===== src/rtl/fpcmp_pkg.sv =====
package fpcmp_pkg;

  // Strobes passed from the control block to the datapath
  typedef struct packed {
    logic doCmp;    // capture a compare result this edge
    logic toFlags;  // write zf/pf/cf instead of the condition field
    logic useZero;  // source is the constant +0.0
    logic srcReg;   // source is a stack register
    logic unord;    // quiet NaNs do not raise invalid
    logic clrExc;   // clear the sticky exception bits
  } strobeT;

  localparam logic [1:0] POP_NONE = 2'd0;
  localparam logic [1:0] POP_ONE  = 2'd1;
  localparam logic [1:0] SRC_REG  = 2'd0;

endpackage


===== src/rtl/fpcmp_class.sv =====
module fpcmp_class #(
  parameter int EXP_W = 15,
  parameter int SIG_W = 64,
  localparam int VAL_W = 1 + EXP_W + SIG_W
) (
  input  logic [VAL_W-1:0]   val,
  output logic               sign,
  output logic               isNan,
  output logic               isSnan,
  output logic               isZero,
  output logic               isDen,
  output logic [VAL_W-2:0]   mag
);
  logic [EXP_W-1:0] expField;
  logic [SIG_W-1:0] sigField;
  logic             expMax;

  assign sign     = val[VAL_W-1];
  assign expField = val[VAL_W-2 -: EXP_W];
  assign sigField = val[SIG_W-1:0];
  assign expMax   = &expField;

  // fraction excludes the explicit integer bit; its top bit is the quiet bit
  assign isNan  = expMax && (|sigField[SIG_W-2:0]);
  assign isSnan = isNan && !sigField[SIG_W-2];
  assign isZero = (expField == '0) && (sigField == '0);
  assign isDen  = (expField == '0) && (sigField != '0);
  assign mag    = val[VAL_W-2:0];
endmodule


===== src/rtl/fpcmp_ctrl.sv =====
module fpcmp_ctrl
  import fpcmp_pkg::*;
#(
  parameter int DEPTH = 8,
  localparam int PTR_W = $clog2(DEPTH)
) (
  input  logic             clk,
  input  logic             rstN,
  input  logic             start,
  input  logic [1:0]       srcSel,
  input  logic [PTR_W-1:0] regIdx,
  input  logic [1:0]       popSel,
  input  logic             unordered,
  input  logic             flagMode,
  input  logic             clrExc,
  input  logic             loadEn,
  input  logic [DEPTH-1:0] loadEmpty,
  input  logic [PTR_W-1:0] loadTop,
  output strobeT           strb,
  output logic [PTR_W-1:0] srcIdx,
  output logic             emptyTop,
  output logic             emptySrc,
  output logic [PTR_W-1:0] topPtr,
  output logic [DEPTH-1:0] emptyMask
);
  logic             popOne, popTwo, srcIsReg;
  logic [PTR_W-1:0] effIdx, topPlus1, topNext;
  logic [DEPTH-1:0] maskNext;

  assign popOne   = start && (popSel == POP_ONE);
  assign popTwo   = start && popSel[1];
  assign srcIsReg = popTwo || (srcSel == SRC_REG);
  assign effIdx   = popTwo ? PTR_W'(1) : regIdx;
  assign srcIdx   = topPtr + effIdx;
  assign topPlus1 = topPtr + PTR_W'(1);
  assign emptyTop = emptyMask[topPtr];
  assign emptySrc = srcIsReg && emptyMask[srcIdx];

  always_comb begin
    strb         = '0;
    strb.doCmp   = start;
    strb.toFlags = flagMode;
    strb.useZero = !srcIsReg && srcSel[1];
    strb.srcReg  = srcIsReg;
    strb.unord   = unordered;
    strb.clrExc  = clrExc;
  end

  always_comb begin
    maskNext = emptyMask;
    topNext  = topPtr;
    if (loadEn) begin
      maskNext = loadEmpty;
      topNext  = loadTop;
    end else if (popOne) begin
      maskNext[topPtr] = 1'b1;
      topNext          = topPlus1;
    end else if (popTwo) begin
      maskNext[topPtr]   = 1'b1;
      maskNext[topPlus1] = 1'b1;
      topNext            = topPtr + PTR_W'(2);
    end
  end

  always_ff @(posedge clk or negedge rstN) begin
    if (!rstN) begin
      topPtr    <= '0;
      emptyMask <= '1;
    end else begin
      topPtr    <= topNext;
      emptyMask <= maskNext;
    end
  end

  // a single pop advances the pointer by one and empties the old top
  p_pop_one_r11: assert property (@(posedge clk) disable iff (!rstN)
    (popOne && !loadEn) |=> (topPtr == PTR_W'($past(topPtr) + 1)) && emptyMask[$past(topPtr)]);

  // a double pop advances the pointer by two
  p_pop_two_r11: assert property (@(posedge clk) disable iff (!rstN)
    (popTwo && !loadEn) |=> topPtr == PTR_W'($past(topPtr) + 2));

  // without start or load, the stack state holds
  p_idle_hold_r11: assert property (@(posedge clk) disable iff (!rstN)
    (!start && !loadEn) |=> $stable(topPtr) && $stable(emptyMask));

  // a load overrides any pop in the same cycle
  p_load_wins_r13: assert property (@(posedge clk) disable iff (!rstN)
    loadEn |=> (topPtr == $past(loadTop)) && (emptyMask == $past(loadEmpty)));
endmodule


===== src/rtl/fpcmp_dp.sv =====
module fpcmp_dp
  import fpcmp_pkg::*;
#(
  parameter int EXP_W = 15,
  parameter int SIG_W = 64,
  parameter int DEPTH = 8,
  localparam int PTR_W = $clog2(DEPTH),
  localparam int VAL_W = 1 + EXP_W + SIG_W
) (
  input  logic                   clk,
  input  logic                   rstN,
  input  strobeT                 strb,
  input  logic [DEPTH*VAL_W-1:0] regVals,
  input  logic [VAL_W-1:0]       extOperand,
  input  logic [PTR_W-1:0]       topIdx,
  input  logic [PTR_W-1:0]       srcIdx,
  input  logic                   emptyTop,
  input  logic                   emptySrc,
  output logic [3:0]             cc,
  output logic                   zf,
  output logic                   pf,
  output logic                   cf,
  output logic                   excInvalid,
  output logic                   excStack,
  output logic                   excDenorm,
  output logic                   done
);
  logic [VAL_W-1:0] regArr [DEPTH];
  logic [VAL_W-1:0] opnd   [2];
  logic             sgn [2], nan [2], snan [2], zer [2], den [2];
  logic [VAL_W-2:0] mag [2];

  for (genvar g = 0; g < DEPTH; g++) begin : g_unpack
    assign regArr[g] = regVals[g*VAL_W +: VAL_W];
  end

  assign opnd[0] = regArr[topIdx];
  assign opnd[1] = strb.useZero ? '0 : (strb.srcReg ? regArr[srcIdx] : extOperand);

  for (genvar k = 0; k < 2; k++) begin : g_class
    fpcmp_class #(.EXP_W(EXP_W), .SIG_W(SIG_W)) u_class (
      .val(opnd[k]), .sign(sgn[k]), .isNan(nan[k]), .isSnan(snan[k]),
      .isZero(zer[k]), .isDen(den[k]), .mag(mag[k]));
  end

  logic       anyEmpty, unordRes, magGt, magEq;
  logic [2:0] res;
  logic       invNew, stkNew, denNew;

  assign anyEmpty = emptyTop || emptySrc;
  assign unordRes = anyEmpty || nan[0] || nan[1];
  assign magGt    = mag[0] > mag[1];
  assign magEq    = mag[0] == mag[1];

  always_comb begin
    if (unordRes)                              res = 3'b111;
    else if ((zer[0] && zer[1]) || (sgn[0] == sgn[1] && magEq))
                                               res = 3'b100;
    else if (sgn[0] != sgn[1])                 res = sgn[0] ? 3'b001 : 3'b000;
    else if (sgn[0] ? !magGt : magGt)          res = 3'b000;
    else                                       res = 3'b001;
  end

  assign invNew = anyEmpty || (strb.unord ? (snan[0] || snan[1]) : (nan[0] || nan[1]));
  assign stkNew = anyEmpty;
  assign denNew = (den[0] && !emptyTop) || (den[1] && !emptySrc);

  always_ff @(posedge clk or negedge rstN) begin
    if (!rstN) begin
      cc <= '0;
      {zf, pf, cf} <= '0;
      {excInvalid, excStack, excDenorm} <= '0;
      done <= 1'b0;
    end else begin
      done <= strb.doCmp;
      if (strb.doCmp) begin
        if (strb.toFlags) {zf, pf, cf} <= res;
        else              cc <= {res[2], res[1], 1'b0, res[0]};
      end
      excInvalid <= (excInvalid && !strb.clrExc) || (strb.doCmp && invNew);
      excStack   <= (excStack   && !strb.clrExc) || (strb.doCmp && stkNew);
      excDenorm  <= (excDenorm  && !strb.clrExc) || (strb.doCmp && denNew);
    end
  end

  // done follows a start by exactly one cycle
  p_done_follow_r1: assert property (@(posedge clk) disable iff (!rstN)
    strb.doCmp |=> done);
  p_done_single_r1: assert property (@(posedge clk) disable iff (!rstN)
    !strb.doCmp |=> !done);

  // C2 only ever appears in the unordered code
  p_code_legal_r2: assert property (@(posedge clk) disable iff (!rstN)
    (strb.doCmp && !strb.toFlags) |=> (!cc[2] || (cc[3] && cc[0])));

  // an empty operand register raises stack fault and invalid
  p_stack_fault_r6: assert property (@(posedge clk) disable iff (!rstN)
    (strb.doCmp && anyEmpty) |=> excStack && excInvalid);

  // flag mode leaves the condition field, code mode leaves the flags
  p_flag_keeps_cc_r8: assert property (@(posedge clk) disable iff (!rstN)
    (strb.doCmp && strb.toFlags) |=> $stable(cc));
  p_cc_keeps_flag_r8: assert property (@(posedge clk) disable iff (!rstN)
    (strb.doCmp && !strb.toFlags) |=> $stable({zf, pf, cf}));

  // C1 cleared by a condition-code compare
  p_c1_clear_r9: assert property (@(posedge clk) disable iff (!rstN)
    (strb.doCmp && !strb.toFlags) |=> !cc[1]);

  // exceptions only fall after a clear
  p_sticky_r12: assert property (@(posedge clk) disable iff (!rstN)
    !strb.clrExc |=> !$fell(excInvalid) && !$fell(excStack) && !$fell(excDenorm));
endmodule


===== src/rtl/fpcmp_unit.sv =====
module fpcmp_unit
  import fpcmp_pkg::*;
#(
  parameter int EXP_W = 15,
  parameter int SIG_W = 64,
  parameter int DEPTH = 8,
  localparam int PTR_W = $clog2(DEPTH),
  localparam int VAL_W = 1 + EXP_W + SIG_W
) (
  input  logic                   clk,
  input  logic                   rstN,
  input  logic                   start,
  input  logic [1:0]             srcSel,
  input  logic [PTR_W-1:0]       regIdx,
  input  logic [1:0]             popSel,
  input  logic                   unordered,
  input  logic                   flagMode,
  input  logic [VAL_W-1:0]       extOperand,
  input  logic [DEPTH*VAL_W-1:0] regVals,
  input  logic                   clrExc,
  input  logic                   loadEn,
  input  logic [DEPTH-1:0]       loadEmpty,
  input  logic [PTR_W-1:0]       loadTop,
  output logic [3:0]             cc,
  output logic                   zf,
  output logic                   pf,
  output logic                   cf,
  output logic                   excInvalid,
  output logic                   excStack,
  output logic                   excDenorm,
  output logic                   done,
  output logic [PTR_W-1:0]       topPtr,
  output logic [DEPTH-1:0]       emptyMask
);
  strobeT           strb;
  logic [PTR_W-1:0] srcIdx;
  logic             emptyTop, emptySrc;

  fpcmp_ctrl #(.DEPTH(DEPTH)) u_ctrl (
    .clk(clk), .rstN(rstN), .start(start), .srcSel(srcSel), .regIdx(regIdx),
    .popSel(popSel), .unordered(unordered), .flagMode(flagMode), .clrExc(clrExc),
    .loadEn(loadEn), .loadEmpty(loadEmpty), .loadTop(loadTop), .strb(strb),
    .srcIdx(srcIdx), .emptyTop(emptyTop), .emptySrc(emptySrc),
    .topPtr(topPtr), .emptyMask(emptyMask));

  fpcmp_dp #(.EXP_W(EXP_W), .SIG_W(SIG_W), .DEPTH(DEPTH)) u_dp (
    .clk(clk), .rstN(rstN), .strb(strb), .regVals(regVals), .extOperand(extOperand),
    .topIdx(topPtr), .srcIdx(srcIdx), .emptyTop(emptyTop), .emptySrc(emptySrc),
    .cc(cc), .zf(zf), .pf(pf), .cf(cf), .excInvalid(excInvalid),
    .excStack(excStack), .excDenorm(excDenorm), .done(done));
endmodule


===== config.mk =====
export PLATFORM = sky130hd
export DESIGN_NAME = fpcmp_unit
export DESIGN_NICKNAME = d
export VERILOG_FILES = /design/src/rtl/fpcmp_pkg.sv /design/src/rtl/fpcmp_class.sv /design/src/rtl/fpcmp_ctrl.sv /design/src/rtl/fpcmp_dp.sv /design/src/rtl/fpcmp_unit.sv
export SDC_FILE = /design/constraint.sdc
export NUM_CORES = 1
export LEC_CHECK = 0
export BUFFER_PORTS_ARGS = -buffer_cell sky130_fd_sc_hd__buf_2
export CAP_MARGIN = 10
export CORE_AREA = 5 5 293 295
export DETAILED_ROUTE_END_ITERATION = 10
export DIE_AREA = 0 0 298 300
export GPL_TIMING_DRIVEN = 1
export PLACE_DENSITY = 0.45
export REMOVE_ABC_BUFFERS = 1
export SYNTH_ARGS = -nofsm -noshare
export SYNTH_HDL_FRONTEND = slang
export SYNTH_SLANG_ARGS = --single-unit

===== constraint.sdc =====
create_clock -name clk -period 8.7 [get_ports clk]
set_input_delay 1.305 -clock clk [delete_from_list [all_inputs] [get_ports clk]]
set_output_delay 1.305 -clock clk [all_outputs]
set_load 0.01 [all_outputs]

==> summary.md <==
| Metric | Value |
|---|---|
| Status | finished, final reports clean |
| Hold WC Path Type | flop to flop |
| # setup viols final | 0 |
| Total die area | 89400 um2 |
| DP HPWL | 73300 um |
| CTS Hold Buffers Added | 0 |
| Cells after synthesis | 1368 |
| Gpl congestion | 0.866 |
| Synth unique cells | 57 |
| Pleak | 0.00850 uW |
| DR iter-0 viols | 945 |
| CP Launch Type | input port |
| Top-area cell type share of the netlist area | 51.0% |
| Slew HR | 32.8% |
| Area growth, synth to finish | 35.5% |
| Post-synthesis async set-or-reset flop share | 100% |
| Total track usage | 17.8% |
| Clock transition at path regs | 0.06 ns |
| Crit path required time | 8.89 ns |
| Sequential fraction of the synthesis area | 3.74% |
| # IOs | 767 |
| Largest net degree at the start of global routing | 79 |
| ANT nets after route | 0 |
| Die Y | 300 um |
| Period utilization | 86.5% |
| Max Freq | 0.133 GHz |
| Vias per cell | 5.05 |
| RSZ-0062 raised after global routing | no |
| Final Core Density | 23.4% |
| Post_cts resized | 0 |
| Root Driver | clkbuf_16 |
| Initial antenna violation count | 25 |
| Number of buffers created by CTS | 3 |
| Skew final | 0.00501 ns |
| CORE AREA | 82900 um2 |
| Global-route wire length before repair | 119000 um |
| Grt ovf | 0 |
| Share of layout cells above drive strength 1 | 56.9% |
| Placed Area | 19300 um2 |
| Die Wd | 298 um |
| Routed len/inst | 27.0 um |
| Final hold vios | 0 |
| Vias in the first global route | 16500 |
| CTS H-tree depth | 1 |
| EDFF count, synth | 0 |
| P per Cell Area | 134 nW/um2 |
| Fill cell count | 9087 |
| Clk Latency, worst-skew pair | 0.26 ns |
| Rows | 106 |
| Max-capacitance violation count | 0 |
| Critical Path End Type | flop |
| Ys flop type | dfrtp_1 |
| CTS tree | yes |
| Minimum clock period | 7.52 ns |
| CTS max path bufs | 2 |
| Sequential Power Share | 5.6% |
| NetSw | 1320 uW |
| Nets@finish | 2878 |
| Synth warnings | 0 |
| Total Wirelength | 84600 um |
| Sw frac | 50.7% |
| Combinational share of power | 90.5% |
| Part of the power in the clock network | 3.9% |
| VDD IR-drop max | 0.102 mV |
| CP Max Fanout | 41 |
| Postcts setup bufs | 0 |
| Leading area contributor after synthesis | mux4_2 |
| #FFs+latches synth | 21 |
| Syn_area_per_cell | 10.5 um2 |
| PortBufs | 765 |
| WHS | 0.491 ns |
| TNS Setup | 0 ns |
| Cell area after synthesis | 14300 um2 |
| Worst-Margin Slew | 0.999 ns |
| CTS sink cnt | 21 |
| WS Path Type | input port to flop |
| Top cells by area, synth | mux4_2 51%, ha_1 7.4%, mux2i_1 7.1%, nand2_1 5.1%, o21ai_0 3.4% |
| Slew Viols, Final | 0 |
| Post-route cell area | 19400 um2 |
| DR vias | 15800 |
| Detailed Routing Iterations Pass 1 | 5 |
| # DRC | 0 |
| Critical path data arrival time | 7.71 ns |
| Starting Density | 17.3% |
| Cell Int Power | 1280 uW |
## worst max-delay path, stage by stage
cell      delay, ns
buf_2          0.19
nand2_1        0.21
nand2b_1       0.17
ha_4           0.13
inv_1          0.05
fa_4           1.36
buf_12         0.30
buf_4          0.20
mux4_2         0.33
mux2i_1        0.22
a21o_1         0.23
ha_1           0.16
nand4_1        0.15
nor4_1         0.89
nand2_1        0.10
a21oi_1        0.29
o21ai_0        0.18
nor2b_1        0.16
o311ai_0       0.67
a21oi_1        0.20
o21ai_1        0.16
## through the flow
stage                     setup slack (ns)  power [uW]  cells
final                                 1.18        2600   3133
after global routing                 0.903        2830   3132
after CTS                             1.27        2660   3126
after detailed placement              1.01        2550   3122
after global placement               0.941        2550   3122
after floorplan                      -6.85        1880   1240
## path summary, 6_finish.rpt
path	start	to	slack, ns	cells after the start
setup / recovery	start	u_dp.cc[0]	1.18	21
hold / removal	u_dp.cc[2]	u_dp.cc[2]	0.49	2
setup reg to reg	u_ctrl.topPtr[0]	u_dp.cc[0]	2.02	18
hold reg to reg	u_dp.cc[2]	u_dp.cc[2]	0.49	2
max in group asynchronous	rstN	u_ctrl.topPtr[2]	7.29	1
min in group asynchronous	rstN	u_dp.done	1.01	1
## sequential cells by signal, summed over array words and instances (netlist names)
signal	count
u_dp.zf	1
u_ctrl.emptyMask	8
u_dp.cf	1
u_dp.excDenorm	1
u_dp.excStack	1
u_dp.pf	1
u_dp.done	1
u_dp.cc	3
u_dp.excInvalid	1
u_ctrl.topPtr	3
## cells in the mapped netlist (all sizes together), types with 5 or more instances
cell / number
a211oi: 9
a21o: 61
a21oi: 60
and4: 18
buf: 72
clkbuf: 56
dfrtp: 13
dfstp: 8
ha: 85
inv: 48
mux2: 14
mux2i: 101
mux4: 324
nand2: 194
nand2b: 6
nand3: 17
nand4: 30
nor2: 37
nor2b: 5
nor3: 19
nor4: 41
o21ai: 106
## cell families after synthesis
family          synth area share (%)
mux                             59.1
simple gates                    12.7
compound gates                  10.8
buf+inv                         5.65
fa+ha+maj                       7.57
flops                           3.74
xor+xnor                       0.411
other cells                   0.0262
## cell usage in the layout, fill, tap and decap left out, types with 5 or more instances in the layout
master      n
a21o_1     61
buf_4      29
dfstp_2     8
a211oi_1    9
dfrtp_1    10
o21ai_0    98
nor2_1     37
a21oi_1    60
inv_1      47
mux2i_1   101
nor3_1     19
nor2b_1     5
buf_2     765
mux4_2    324
buf_12      8
nand3_1    17
diode_2     7
ha_1       84
mux2_2     14
nand2_1   192
and4_1     18
nor4_1     39
nand2b_1    6
nand4_1    30
o21ai_1     8
## power groups by stage
| stage | registers, uW | logic (uW) | clock network [uW] |
|---|---|---|---|
| 6_report | 145 | 2360 | 102 |
| 5_1_grt | 149 | 2580 | 109 |
| 4_1_cts | 146 | 2410 | 106 |
| 3_5_place_dp | 148 | 2400 | 0 |
| 3_3_place_gp | 147 | 2400 | 0 |
| 2_1_floorplan | 203 | 1680 | 0 |
## layout make-up
cell class              count  area (um2)  area share (%)
repair buffers            802        4210            21.7
inverters                  48         183           0.941
diodes                      7        17.5          0.0902
multi-input cells        1171       13000            67.1
clock buffers               4        78.8           0.406
well taps                1080        1350            6.96
flip-flops and latches     21         547            2.82
## per-layer routing
layer / track usage, % / vias to the layer above / wire length (um) / share of wire, %
met1: 22.1 / 7973 / 33600 / 40
li1: - / 7011 / - / -
met3: 2.72 / 74 / 5260 / 6.2
met4: 2.97 / 4 / 1600 / 1.9
met2: 33.2 / 753 / 44100 / 52
met5: 0 / - / 27 / 0.032
Note: power is estimated with default switching activity, not from simulation.
